$ cat src/rtl/depth_test_pkg.sv
// Shared types and field positions for the fragment depth stage.
// Assumes the compare code bits mean: bit0 less, bit1 equal, bit2 greater.
package depth_test_pkg;

    typedef enum logic [2:0] {
        CMP_NEVER  = 3'd0,
        CMP_LT     = 3'd1,
        CMP_EQ     = 3'd2,
        CMP_LE     = 3'd3,
        CMP_GT     = 3'd4,
        CMP_NE     = 3'd5,
        CMP_GE     = 3'd6,
        CMP_ALWAYS = 3'd7
    } cmp_fn_e;

    typedef struct packed {
        logic    test_en;
        cmp_fn_e fn;
        logic    upd_en;
        logic    early;
    } dt_cfg_t;

    localparam int MODE_EN_BIT   = 0;
    localparam int MODE_FN_LSB   = 1;
    localparam int MODE_FN_W     = 3;
    localparam int MODE_UPD_BIT  = 4;
    localparam int CTRL_EARLY_BIT = 6;

endpackage

$ cat src/rtl/dt_cfg_regs.sv
// Configuration registers for the depth stage.
// Decodes writes to the mode and control addresses and ignores all others.
// Assumes DATA_W is wide enough to hold the highest field bit.
module dt_cfg_regs
    import depth_test_pkg::*;
#(
    parameter int              ADDR_W    = 8,
    parameter int              DATA_W    = 32,
    parameter logic [ADDR_W-1:0] MODE_ADDR = 'h10,
    parameter logic [ADDR_W-1:0] CTRL_ADDR = 'h11
) (
    input  logic              clk,
    input  logic              rst_n,
    input  logic              wr_en,
    input  logic [ADDR_W-1:0] wr_addr,
    input  logic [DATA_W-1:0] wr_data,
    output dt_cfg_t           cfg
);

    localparam logic [DATA_W-1:0] USED_MASK =
        (DATA_W'(1) << MODE_EN_BIT) |
        (DATA_W'(7) << MODE_FN_LSB) |
        (DATA_W'(1) << MODE_UPD_BIT) |
        (DATA_W'(1) << CTRL_EARLY_BIT);

    logic mode_hit;
    logic ctrl_hit;
    logic unused_wdata_bits;

    // Address decode for the two registers.
    assign mode_hit = wr_en && (wr_addr == MODE_ADDR);
    assign ctrl_hit = wr_en && (wr_addr == CTRL_ADDR);
    assign unused_wdata_bits = ^(wr_data & ~USED_MASK);

    // Mode register: enable, compare code, depth-write enable.
    always_ff @(posedge clk) begin
        if (!rst_n) begin
            cfg.test_en <= 1'b0;
            cfg.fn      <= CMP_NEVER;
            cfg.upd_en  <= 1'b0;
        end else if (mode_hit) begin
            cfg.test_en <= wr_data[MODE_EN_BIT];
            cfg.fn      <= cmp_fn_e'(wr_data[MODE_FN_LSB +: MODE_FN_W]);
            cfg.upd_en  <= wr_data[MODE_UPD_BIT];
        end
    end

    // Control register: early placement bit.
    always_ff @(posedge clk) begin
        if (!rst_n) begin
            cfg.early <= 1'b0;
        end else if (ctrl_hit) begin
            cfg.early <= wr_data[CTRL_EARLY_BIT];
        end
    end

    p_hold_r10: assert property (@(posedge clk) disable iff (!rst_n)
        !wr_en |=> $stable(cfg));

    p_mode_load_r3: assert property (@(posedge clk) disable iff (!rst_n)
        (wr_en && wr_addr == MODE_ADDR) |=>
            (cfg.test_en == $past(wr_data[MODE_EN_BIT])) &&
            (cfg.upd_en == $past(wr_data[MODE_UPD_BIT])));

    p_ctrl_load_r4: assert property (@(posedge clk) disable iff (!rst_n)
        (wr_en && wr_addr == CTRL_ADDR) |=>
            (cfg.early == $past(wr_data[CTRL_EARLY_BIT])));

endmodule

$ cat src/rtl/dt_depth_cmp.sv
// Unsigned depth comparator. Combinational; the code's three bits enable the
// less, equal and greater outcomes, so any of the eight functions is an OR.
module dt_depth_cmp
    import depth_test_pkg::*;
#(
    parameter int Z_W = 24
) (
    input  cmp_fn_e        fn,
    input  logic [Z_W-1:0] z_new,
    input  logic [Z_W-1:0] z_old,
    output logic           hit
);

    logic lt;
    logic eq;
    logic gt;

    // Magnitude relation of incoming depth against stored depth.
    always_comb begin
        lt = z_new < z_old;
        eq = z_new == z_old;
        gt = !lt && !eq;
    end

    // Select allowed outcomes from the code bits.
    assign hit = (fn[0] & lt) | (fn[1] & eq) | (fn[2] & gt);

endmodule

$ cat src/rtl/dt_stage_gate.sv
// Placement gate and output register. Decides whether the test applies at the
// fragment's stage, forms pass and write strobe, and registers them with valid.
module dt_stage_gate
    import depth_test_pkg::*;
(
    input  logic    clk,
    input  logic    rst_n,
    input  dt_cfg_t cfg,
    input  logic    in_valid,
    input  logic    in_late,
    input  logic    cmp_hit,
    output logic    out_valid,
    output logic    out_pass,
    output logic    out_zwrite
);

    logic active;
    logic pass_d;

    // Test runs only at the stage chosen by the placement bit.
    assign active = cfg.test_en && (in_late ? !cfg.early : cfg.early);
    assign pass_d = in_valid && (!active || cmp_hit);

    // One-cycle output register.
    always_ff @(posedge clk) begin
        if (!rst_n) begin
            out_valid  <= 1'b0;
            out_pass   <= 1'b0;
            out_zwrite <= 1'b0;
        end else begin
            out_valid  <= in_valid;
            out_pass   <= pass_d;
            out_zwrite <= pass_d && cfg.upd_en;
        end
    end

    p_valid_follow_r9: assert property (@(posedge clk) disable iff (!rst_n)
        in_valid |=> out_valid);

    p_idle_quiet_r9: assert property (@(posedge clk) disable iff (!rst_n)
        !in_valid |=> (!out_valid && !out_pass && !out_zwrite));

    p_zwrite_needs_pass_r8: assert property (@(posedge clk) disable iff (!rst_n)
        out_zwrite |-> out_pass);

    p_inactive_pass_r7: assert property (@(posedge clk) disable iff (!rst_n)
        (in_valid && !active) |=> out_pass);

    p_early_stage_open_r5: assert property (@(posedge clk) disable iff (!rst_n)
        (in_valid && !in_late && !cfg.early) |=> out_pass);

    p_late_stage_open_r6: assert property (@(posedge clk) disable iff (!rst_n)
        (in_valid && in_late && cfg.early) |=> out_pass);

    p_never_kills_r2: assert property (@(posedge clk) disable iff (!rst_n)
        (in_valid && active && cfg.fn == CMP_NEVER) |=> !out_pass);

    p_always_keeps_r2: assert property (@(posedge clk) disable iff (!rst_n)
        (in_valid && cfg.fn == CMP_ALWAYS) |=> out_pass);

endmodule

$ cat src/rtl/depth_test_unit.sv
// Top of the fragment depth stage: configuration registers, comparator and
// placement gate. Assumes depth format conversion happens upstream.
module depth_test_unit
    import depth_test_pkg::*;
#(
    parameter int                ADDR_W    = 8,
    parameter int                DATA_W    = 32,
    parameter int                Z_W       = 24,
    parameter logic [ADDR_W-1:0] MODE_ADDR = 'h10,
    parameter logic [ADDR_W-1:0] CTRL_ADDR = 'h11
) (
    input  logic              clk,
    input  logic              rst_n,
    input  logic              cfg_wr_en,
    input  logic [ADDR_W-1:0] cfg_addr,
    input  logic [DATA_W-1:0] cfg_wdata,
    input  logic              frag_valid,
    input  logic [Z_W-1:0]    frag_z_in,
    input  logic [Z_W-1:0]    frag_z_stored,
    input  logic              frag_after_tex,
    output logic              out_valid,
    output logic              out_pass,
    output logic              out_zwrite
);

    dt_cfg_t cfg;
    logic    cmp_hit;

    dt_cfg_regs #(
        .ADDR_W    (ADDR_W),
        .DATA_W    (DATA_W),
        .MODE_ADDR (MODE_ADDR),
        .CTRL_ADDR (CTRL_ADDR)
    ) u_cfg (
        .clk     (clk),
        .rst_n   (rst_n),
        .wr_en   (cfg_wr_en),
        .wr_addr (cfg_addr),
        .wr_data (cfg_wdata),
        .cfg     (cfg)
    );

    dt_depth_cmp #(
        .Z_W (Z_W)
    ) u_cmp (
        .fn    (cfg.fn),
        .z_new (frag_z_in),
        .z_old (frag_z_stored),
        .hit   (cmp_hit)
    );

    dt_stage_gate u_gate (
        .clk        (clk),
        .rst_n      (rst_n),
        .cfg        (cfg),
        .in_valid   (frag_valid),
        .in_late    (frag_after_tex),
        .cmp_hit    (cmp_hit),
        .out_valid  (out_valid),
        .out_pass   (out_pass),
        .out_zwrite (out_zwrite)
    );

endmodule

$ cat config.mk
export PLATFORM = sky130hd
export DESIGN_NAME = depth_test_unit
export DESIGN_NICKNAME = d
export VERILOG_FILES = /design/src/rtl/depth_test_pkg.sv /design/src/rtl/dt_cfg_regs.sv /design/src/rtl/dt_depth_cmp.sv /design/src/rtl/dt_stage_gate.sv /design/src/rtl/depth_test_unit.sv
export SDC_FILE = /design/constraint.sdc
export NUM_CORES = 1
export LEC_CHECK = 0
export ABC_AREA = 1
export BUFFER_PORTS_ARGS = -buffer_cell sky130_fd_sc_hd__buf_2
export CELL_PAD_IN_SITES_DETAIL_PLACEMENT = 0
export CELL_PAD_IN_SITES_GLOBAL_PLACEMENT = 1
export CORE_MARGIN = 2
export CORE_UTILIZATION = 23
export DETAILED_ROUTE_END_ITERATION = 12
export PLACE_DENSITY = 0.9
export SYNTH_ARGS = -nofsm -noshare
export SYNTH_HDL_FRONTEND = slang
export SYNTH_SLANG_ARGS = --single-unit
export TNS_END_PERCENT = 20
$ cat constraint.sdc
create_clock -name clk -period 1.6 [get_ports clk]
set_input_delay 0.24 -clock clk [delete_from_list [all_inputs] [get_ports clk]]
set_output_delay 0.24 -clock clk [all_outputs]
set_load 0.05 [all_outputs]
==> impl_metrics.toml, run 1 <==
[outcome]
status = "finished, final reports clean"

[yosys]
synth_most_common_cell = "inv_1"
synth-seq-area-share_pct = 16.7
syn_inst = 160
synth_area_leader_cell = "ha_1"
ys.flop_type = "dfxtp_1"
ys_ff_latch = 9
synth_area_um2 = 1080
yosys-top-cells-area = "ha_1 (28%), dfxtp_1 (17%), inv_1 (16%), nand2_1 (9.4%), a21oi_1 (7.0%)"
yosys_warnings = 0
synth_cell_types = 19
syn_nets = 277
synth_area_per_cell_um2 = 6.73
synth_edf_count = 0
synthTopCellsByCount = "inv_1 (45), nand2_1 (27), ha_1 (24)"
async_flop_share_pct = 0
yosys.area.top_type_share_pct = 27.9

[critical_path]
r2r_start = "u_cfg.cfg[0]"
reg2reg_slack_ns = 0.64
worstPathRequired_ns = 1.73
crit_type = "primary input to flip-flop"
worst-r2r-cell-count = 7
end_kind = "flip-flop"
cp-start-kind = "primary input"
r2r_end = "u_gate.out_pass"
arrival_ns = 1.44
critPathMaxFanout = 3

[clocking]
clock_sinks = 9
clockBufferDepth = 2
cts_hold_buf = 0
cts_tree = "yes"
clk_latency_ns = 0.23
root_buffer = "clkbuf_8"
htreeDepth = 1
ctsResizeCount = 0
clk_pin_slew_ns = 0.04
cts_buffers = 3
post_cts.repair.setup_buffers = 0

[timing]
worst_pin_slew_ns = 0.333
finalCritPeriodShare_pct = 82.0
timing.final.hold_violations = 0
maxSlewViolCount = 0
setup_viol = 0
grt_setup_unrepaired = "no"
fin_crit_ns = 1.31
fin_tns_setup_ns = 0
skew_ns = 0.00214
fin_ws_ns = 0.288
fmax_ghz = 0.762
slew-limit-headroom_pct = 77.7

[min_path]
hold_end = "u_gate.out_valid"
hp-class = "primary input to flip-flop"
worstHoldStart = "frag_valid"
hold_depth = 3

[power_and_ir_drop]
p_leak_nw = 0.950
powerDensity_nw_per_um2 = 484
max-vdd-ir-drop_uv = 534

[place]
dp_slack_ns = 0.0192
finalWeightedCongestion = 0.702
dp.cells = 281
io_buffers = 69
place.detailed.hpwl_um = 2110

[grt]
antenna_found_initial = 0
grt_usage_pct = 9.35
grt_pass1_vias = 1173
grt-ovfl-total = 0
grt_start_max_net_pins = 11
grt_pass1_wl_um = 4110

[floorplan]
start_util_pct = 24.2
fp.dieW_um = 72.4
dieHeight_um = 72.4
core_area_um2 = 4440
die_area_um2 = 5250
rows = 24
io_pins = 96

[finish]
drive_above_1_share_pct = 36.1
area_growth_syn_to_layout_pct = 42.3
num-fill-cells = 506
final_cell_count_no_fill = 285
antenna_cells = 0
fin_nets = 351

[detailed_routing]
wire_per_inst_um = 7.94
vias = 1169
drt_wl_total_um = 2260
drt_iter0_markers = 4
ant_nets = 0
drc_errors = 0
viasPerCell = 4.10
firstDrtPassIters = 2

[flow_run]
maxCapViolations = 0
==> state kept, by name, summed over array words and instances (netlist names) <==
register,cells
u_gate.out_zwrite,1
u_gate.out_valid,1
u_cfg.cfg,6
u_gate.out_pass,1
==> logic make-up after synthesis <==
family	after synthesis	synth area share, %
buf+inv	45	15.7
fa+ha+maj	24	27.9
simple gates	57	27.3
flops	9	16.7
xor+xnor	1	0.813
compound gates	24	11.6
==> routing by layer <==
metal	vias to the layer above	global-route usage [%]	part of all wire, %
met3	2	1.39	8.3
li1	647	-	-
met4	0	3.09	1.2
met5	-	0	0
met1	476	10.2	43
met2	44	18.2	47
==> worst max-delay path by stage <==
stage | cells past startpoint | endpoint | slack [ns] | from
final | 12 | u_gate.out_pass | 0.29 | frag_z_stored[15]
after global routing | 12 | u_gate.out_pass | 0.10 | frag_z_stored[15]
after CTS | 12 | u_gate.out_pass | 0.26 | frag_z_stored[15]
after detailed placement | 12 | u_gate.out_pass | 0.02 | frag_z_stored[15]
after global placement | 10 | u_gate.out_pass | 0.03 | frag_z_in[23]
after floorplan | 11 | u_gate.out_pass | 0.24 | frag_z_stored[15]
==> metrics by stage <==
stage	instance area (um^2)	util, %	total power, mW	hold WS [ns]
6_report	1530	34.5	0.743	0.229
5_1_grt	1530	34.5	0.806	0.262
4_1_cts	1530	34.5	0.761	0.227
3_5_place_dp	1490	33.5	0.495	0.438
3_3_place_gp	1490	33.5	0.490	0.437
2_1_floorplan	1080	-	0.384	0.368
==> where the power goes <==
part           total, mW  switching [mW]  internal (mW)  leakage, nW
Clock              0.258          0.0851          0.173       0.0228
Combinational      0.255           0.128          0.128        0.855
Sequential         0.229        0.000750          0.228       0.0730
==> final cells by class <==
cell class,instances,area [um^2],share of cell area (%)
Clock buffer,4,45.0,2.94
Inverter,45,169,11.0
Multi-Input combinational cell,106,728,47.5
Sequential cell,9,180,11.8
Tap cell,52,65.1,4.24
Timing Repair Buffer,69,345,22.5
==> placed cells by master, fill, tap and decap left out, drive strengths merged <==
master,n
nor3,2
ha,24
inv,45
buf,69
nor2,13
o21ai,7
nand3b,1
dfxtp,9
a21oi,15
clkbuf,4
a21o,2
nand4,4
nand2,32
nand3,5
xnor2,1
==> critical path, stage by stage <==
cell and delay [ns]:
buf_2 0.08, inv_1 0.03, ha_1 0.29, nand2_2 0.08, nor2_4 0.12, nand4_2 0.10, nor2_4 0.14, nand2_2 0.08
nand4_1 0.09, nand3_2 0.09, nand2_2 0.07, inv_1 0.04
Power figures use the tool's default switching activity.
==> run 2, diff against run 1 <==
ABC_AREA = 0   (was 1)
CORE_UTILIZATION = 21   (was 23)
PLACE_DENSITY = 0.87   (was 0.9)
clock period = 1.1 ns   (was 1.6 ns; I/O delays follow)
==> impl_metrics.toml, run 2 <==
[min_path]
worstHoldStart = "frag_valid"
hp-class = "primary input to flip-flop"
hold_end = "u_gate.out_valid"
hold_depth = 3

[critical_path]
worst-r2r-cell-count = 5
reg2reg_slack_ns = -0.09
worstPathRequired_ns = 1.25
arrival_ns = 1.85
critPathMaxFanout = 3
r2r_end = "u_gate.out_zwrite"
r2r_start = "u_cfg.cfg[0]"
end_kind = "flip-flop"
cp-start-kind = "primary input"
crit_type = "primary input to flip-flop"

[yosys]
async_flop_share_pct = 0
synth_area_um2 = 993
synth_area_leader_cell = "ha_1"
synthTopCellsByCount = "inv_1 (26), ha_1 (24), a21oi_1 (10)"
synth-seq-area-share_pct = 18.1
synth_most_common_cell = "inv_1"
syn_nets = 237
synth_cell_types = 23
yosys-top-cells-area = "ha_1 (30%), dfxtp_1 (18%), inv_1 (9.8%), mux2i_1 (6.0%), a21oi_1 (5.0%)"
yosys_warnings = 0
ys_ff_latch = 9
syn_inst = 120
synth_area_per_cell_um2 = 8.28
synth_edf_count = 0
ys.flop_type = "dfxtp_1"
yosys.area.top_type_share_pct = 30.2

[detailed_routing]
vias = 1117
firstDrtPassIters = 2
viasPerCell = 4.36
drt_iter0_markers = 8
drt_wl_total_um = 2600
ant_nets = 0
drc_errors = 0
wire_per_inst_um = 10.1

[timing]
slew-limit-headroom_pct = 77.6
whs_ns = 0.184
worst_pin_slew_ns = 0.335
timing.final.hold_violations = 0
setup_viol = 2
fin_tns_setup_ns = -1.17
finalCritPeriodShare_pct = 154
fin_ws_ns = -0.597
maxSlewViolCount = 0
fin_crit_ns = 1.70
fmax_ghz = 0.589
skew_ns = 0.000593
grt_setup_unrepaired = "yes"

[clocking]
cts_tree = "yes"
root_buffer = "clkbuf_8"
clockBufferDepth = 2
clock_sinks = 9
clk_pin_slew_ns = 0.05
cts_buffers = 3
clk_latency_ns = 0.23
htreeDepth = 1

[grt]
grt_start_max_net_pins = 8
grt_pass1_wl_um = 4040
grt_pass1_vias = 1025
grt-ovfl-total = 0
antenna_found_initial = 0
grt_usage_pct = 9.42

[place]
dp.cells = 252
finalWeightedCongestion = 0.755
io_buffers = 69
dp_slack_ns = -0.924
place.detailed.hpwl_um = 2230

[floorplan]
dieHeight_um = 72.8
core_area_um2 = 4630
fp.dieW_um = 72.8
io_pins = 96
rows = 25
start_util_pct = 21.5
die_area_um2 = 5300

[finish]
mostFrequentLayoutCells = "buf_2 (61), inv_1 (22), ha_1 (19)"
fin_nets = 320
largest_register = "u_cfg.cfg"
drive_above_1_share_pct = 48.5
num-fill-cells = 463
antenna_cells = 0
final_common_cell = "buf_2"
area_growth_syn_to_layout_pct = 71.4
largest_register_ffs = 6
final_cell_count_no_fill = 256

[power_and_ir_drop]
powerDensity_nw_per_um2 = 687
max-vdd-ir-drop_uv = 403
p_leak_nw = 0.915
total_power_mw = 1.17

[outcome]
violations = "setup timing"
status = "finished, violations left"

[flow_run]
maxCapViolations = 0
## run 2: final cells by class
| class | count | area, um^2 | share of cell area [%] |
|---|---|---|---|
| Clock buffer | 4 | 45.0 | 2.65 |
| Multi-Input combinational cell | 85 | 823 | 48.3 |
| Inverter | 26 | 120 | 7.05 |
| Timing Repair Buffer | 78 | 467 | 27.4 |
| Sequential cell | 9 | 180 | 10.6 |
| Tap cell | 54 | 67.6 | 3.97 |
## run 2: how the worst max path moves through the flow
stage	slack (ns)	startpoint	endpoint
floorplan	-0.67	frag_z_stored[18]	u_gate.out_zwrite
global placement	-0.89	frag_z_stored[18]	u_gate.out_zwrite
detailed placement	-0.92	frag_z_stored[18]	u_gate.out_zwrite
CTS	-0.61	frag_z_stored[19]	u_gate.out_zwrite
global route	-0.69	frag_z_stored[19]	u_gate.out_zwrite
finish	-0.60	frag_z_stored[13]	u_gate.out_zwrite
## run 2: worst max-delay path, stage by stage
cell and delay (ns):
buf_2 0.08, inv_1 0.03, ha_1 0.28, nand2_1 0.08
or4_4 0.56, nor4_4 0.19, a211oi_1 0.12, o211a_1 0.16
a211oi_1 0.19
## run 2: timing repair
action,in CTS,in global routing
hold buffers,0,0
buffers inserted,0,0
endpoints found under the setup margin,7,7
pin swaps,2,3
gates resized for setup,11,8
## run 2: per-stage QoR
step                      area (um^2)  util, %
after global placement           1550     33.5
after floorplan                  1070        -
after global routing             1700     36.8
after detailed placement         1550     33.5
final                            1700     36.8
after CTS                        1650     35.6
## run 2: layer usage
layer  vias to the layer above  routed length, um  track usage [%]
li1                        588                  -                -
met1                       486               1100             11.0
met2                        41               1260             16.6
met3                         2                217             2.35
met4                         0                 14             3.29
met5                         -                  0                0
## run 2: report_power, final
group | leakage [nW] | internal, mW | total [mW] | switching [mW]
clock network | 0.0228 | 0.253 | 0.387 | 0.135
logic | 0.820 | 0.249 | 0.450 | 0.201
registers | 0.0730 | 0.331 | 0.332 | 0.000875
## run 2: logic make-up (layout without fill, tap and decap cells)
logic type / Yosys count / in the layout / share of synthesized area (%)
xor+xnor: 1 / 1 / 0.882
fa+ha+maj: 24 / 24 / 30.2
compound gates: 24 / 24 / 15.4
buf+inv: 26 / 108 / 9.82
flops: 9 / 9 / 18.1
mux: 6 / 6 / 6.05
simple gates: 30 / 30 / 19.5
==> run 3, diff against run 2 <==
RECOVER_POWER = 50   (was not set)
==> impl_metrics.toml, run 3 (synthesized netlist as in run 2, its figures left out) <==
[detailed_routing]
vias = 1112
drc_errors = 0
firstDrtPassIters = 2
viasPerCell = 4.34
ant_nets = 0
drt_wl_total_um = 2610
wire_per_inst_um = 10.2
drt_iter0_markers = 9

[floorplan]
io_pins = 96
dieHeight_um = 72.8
core_area_um2 = 4630
start_util_pct = 21.5
die_area_um2 = 5300
rows = 25
fp.dieW_um = 72.8

[power_and_ir_drop]
p_seq_share_pct = 28.5
total_power_mw = 1.16
clkPwrFrac_pct = 33.2
p_sw_share_pct = 28.6
p_comb_share_pct = 38.2
p_leak_nw = 0.905
p_switching_uw = 333
power.internal_uw = 831
max-vdd-ir-drop_uv = 402
powerDensity_nw_per_um2 = 690

[timing]
grt_setup_unrepaired = "yes"
skew_ns = 0.000337
setup_viol = 7
slew-limit-headroom_pct = 66.9
fin_crit_ns = 1.70
fmax_ghz = 0.589
worst_pin_slew_ns = 0.490
fin_ws_ns = -0.597
finalCritPeriodShare_pct = 154
fin_tns_setup_ns = -1.75
timing.final.hold_violations = 0
whs_ns = 0.184
maxSlewViolCount = 0

[min_path]
worstHoldStart = "frag_valid"
hp-class = "primary input to flip-flop"
hold_depth = 3
hold_end = "u_gate.out_valid"

[grt]
antenna_found_initial = 0
grt_pass1_wl_um = 4040
grtUsageMet1_pct = 11.0
grt_pass1_vias = 1025
gr-usage-met3_pct = 2.35
grt_util_met2_pct = 16.6
grt_usage_pct = 9.42
grt_most_used_layer = "met2"
grt-ovfl-total = 0
grt_start_max_net_pins = 8

[finish]
num-fill-cells = 463
mostFrequentLayoutCells = "buf_2 (58), inv_1 (22), ha_1 (19)"
drive_above_1_share_pct = 47.5
final_common_cell = "buf_2"
antenna_cells = 0
largest_register = "u_cfg.cfg"
area_growth_syn_to_layout_pct = 69.8
fin_nets = 320
largest_register_ffs = 6

[clocking]
clockBufferDepth = 2
cts_buffers = 3
cts_hold_buf = 0
clk_latency_ns = 0.23
htreeDepth = 1
clk_pin_slew_ns = 0.05
clock_sinks = 9
cts_tree = "yes"
root_buffer = "clkbuf_8"

[critical_path]
worstPathRequired_ns = 1.25
worst-r2r-cell-count = 5
r2r_end = "u_gate.out_zwrite"
cp-start-kind = "primary input"
reg2reg_slack_ns = -0.09
critPathMaxFanout = 3
end_kind = "flip-flop"
r2r_start = "u_cfg.cfg[0]"
arrival_ns = 1.85
crit_type = "primary input to flip-flop"

[outcome]
violations = "setup timing"
status = "finished, violations left"

[place]
io_buffers = 69
finalWeightedCongestion = 0.755
place.detailed.hpwl_um = 2230

[flow_run]
maxCapViolations = 0
[run 3: power by group through the flow]
stage	combinational (mW)	sequential [mW]	clock, mW
6_report	0.445	0.332	0.387
3_3_place_gp	0.403	0.338	0
5_1_grt	0.505	0.332	0.412
4_1_cts	0.431	0.332	0.395
2_1_floorplan	0.187	0.352	0
3_5_place_dp	0.409	0.338	0
[run 3: worst max-delay path by stage]
stage / from / endpoint / cells after the start
global route: frag_z_stored[19] / u_gate.out_zwrite / 9
global placement: frag_z_stored[18] / u_gate.out_zwrite / 9
detailed placement: frag_z_stored[18] / u_gate.out_zwrite / 9
CTS: frag_z_stored[19] / u_gate.out_zwrite / 9
finish: frag_z_stored[13] / u_gate.out_zwrite / 9
floorplan: frag_z_stored[18] / u_gate.out_zwrite / 8
[run 3: routing by layer]
layer / wire, um / part of all wire, %
met1: 1110 / 43
met2: 1260 / 48
met3: 217 / 8.3
met4: 14 / 0.54
met5: 0 / 0
[run 3: metrics by stage]
step	cell area, um^2	cells	setup slack [ns]	util (%)
floorplan	1070	120	-0.666	-
detailed placement	1550	252	-0.924	33.5
global placement	1550	252	-0.893	33.5
CTS	1650	256	-0.613	35.6
global route	1690	256	-0.687	36.4
finish	1690	256	-0.597	36.4
[run 3: final cells by class]
cell class	instances	area (um^2)	area share, %
clock buffer	4	45.0	2.67
multi-input combinational	85	808	47.9
sequential	9	180	10.7
inverter	26	120	7.12
tap	54	67.6	4.01
timing repair buffer	78	465	27.6
[run 3: worst max-delay path, cell delays in order]
cell	delay (ns)
buf_2	0.08
inv_1	0.03
ha_1	0.28
nand2_1	0.08
or4_4	0.56
nor4_4	0.19
a211oi_1	0.12
o211a_1	0.16
a211oi_1	0.19
[run 3: timing repair]
action	in CTS	in global routing
gates resized for setup	11	8
buffers inserted	0	0
pin swaps	2	3
setup endpoints to repair	7	7
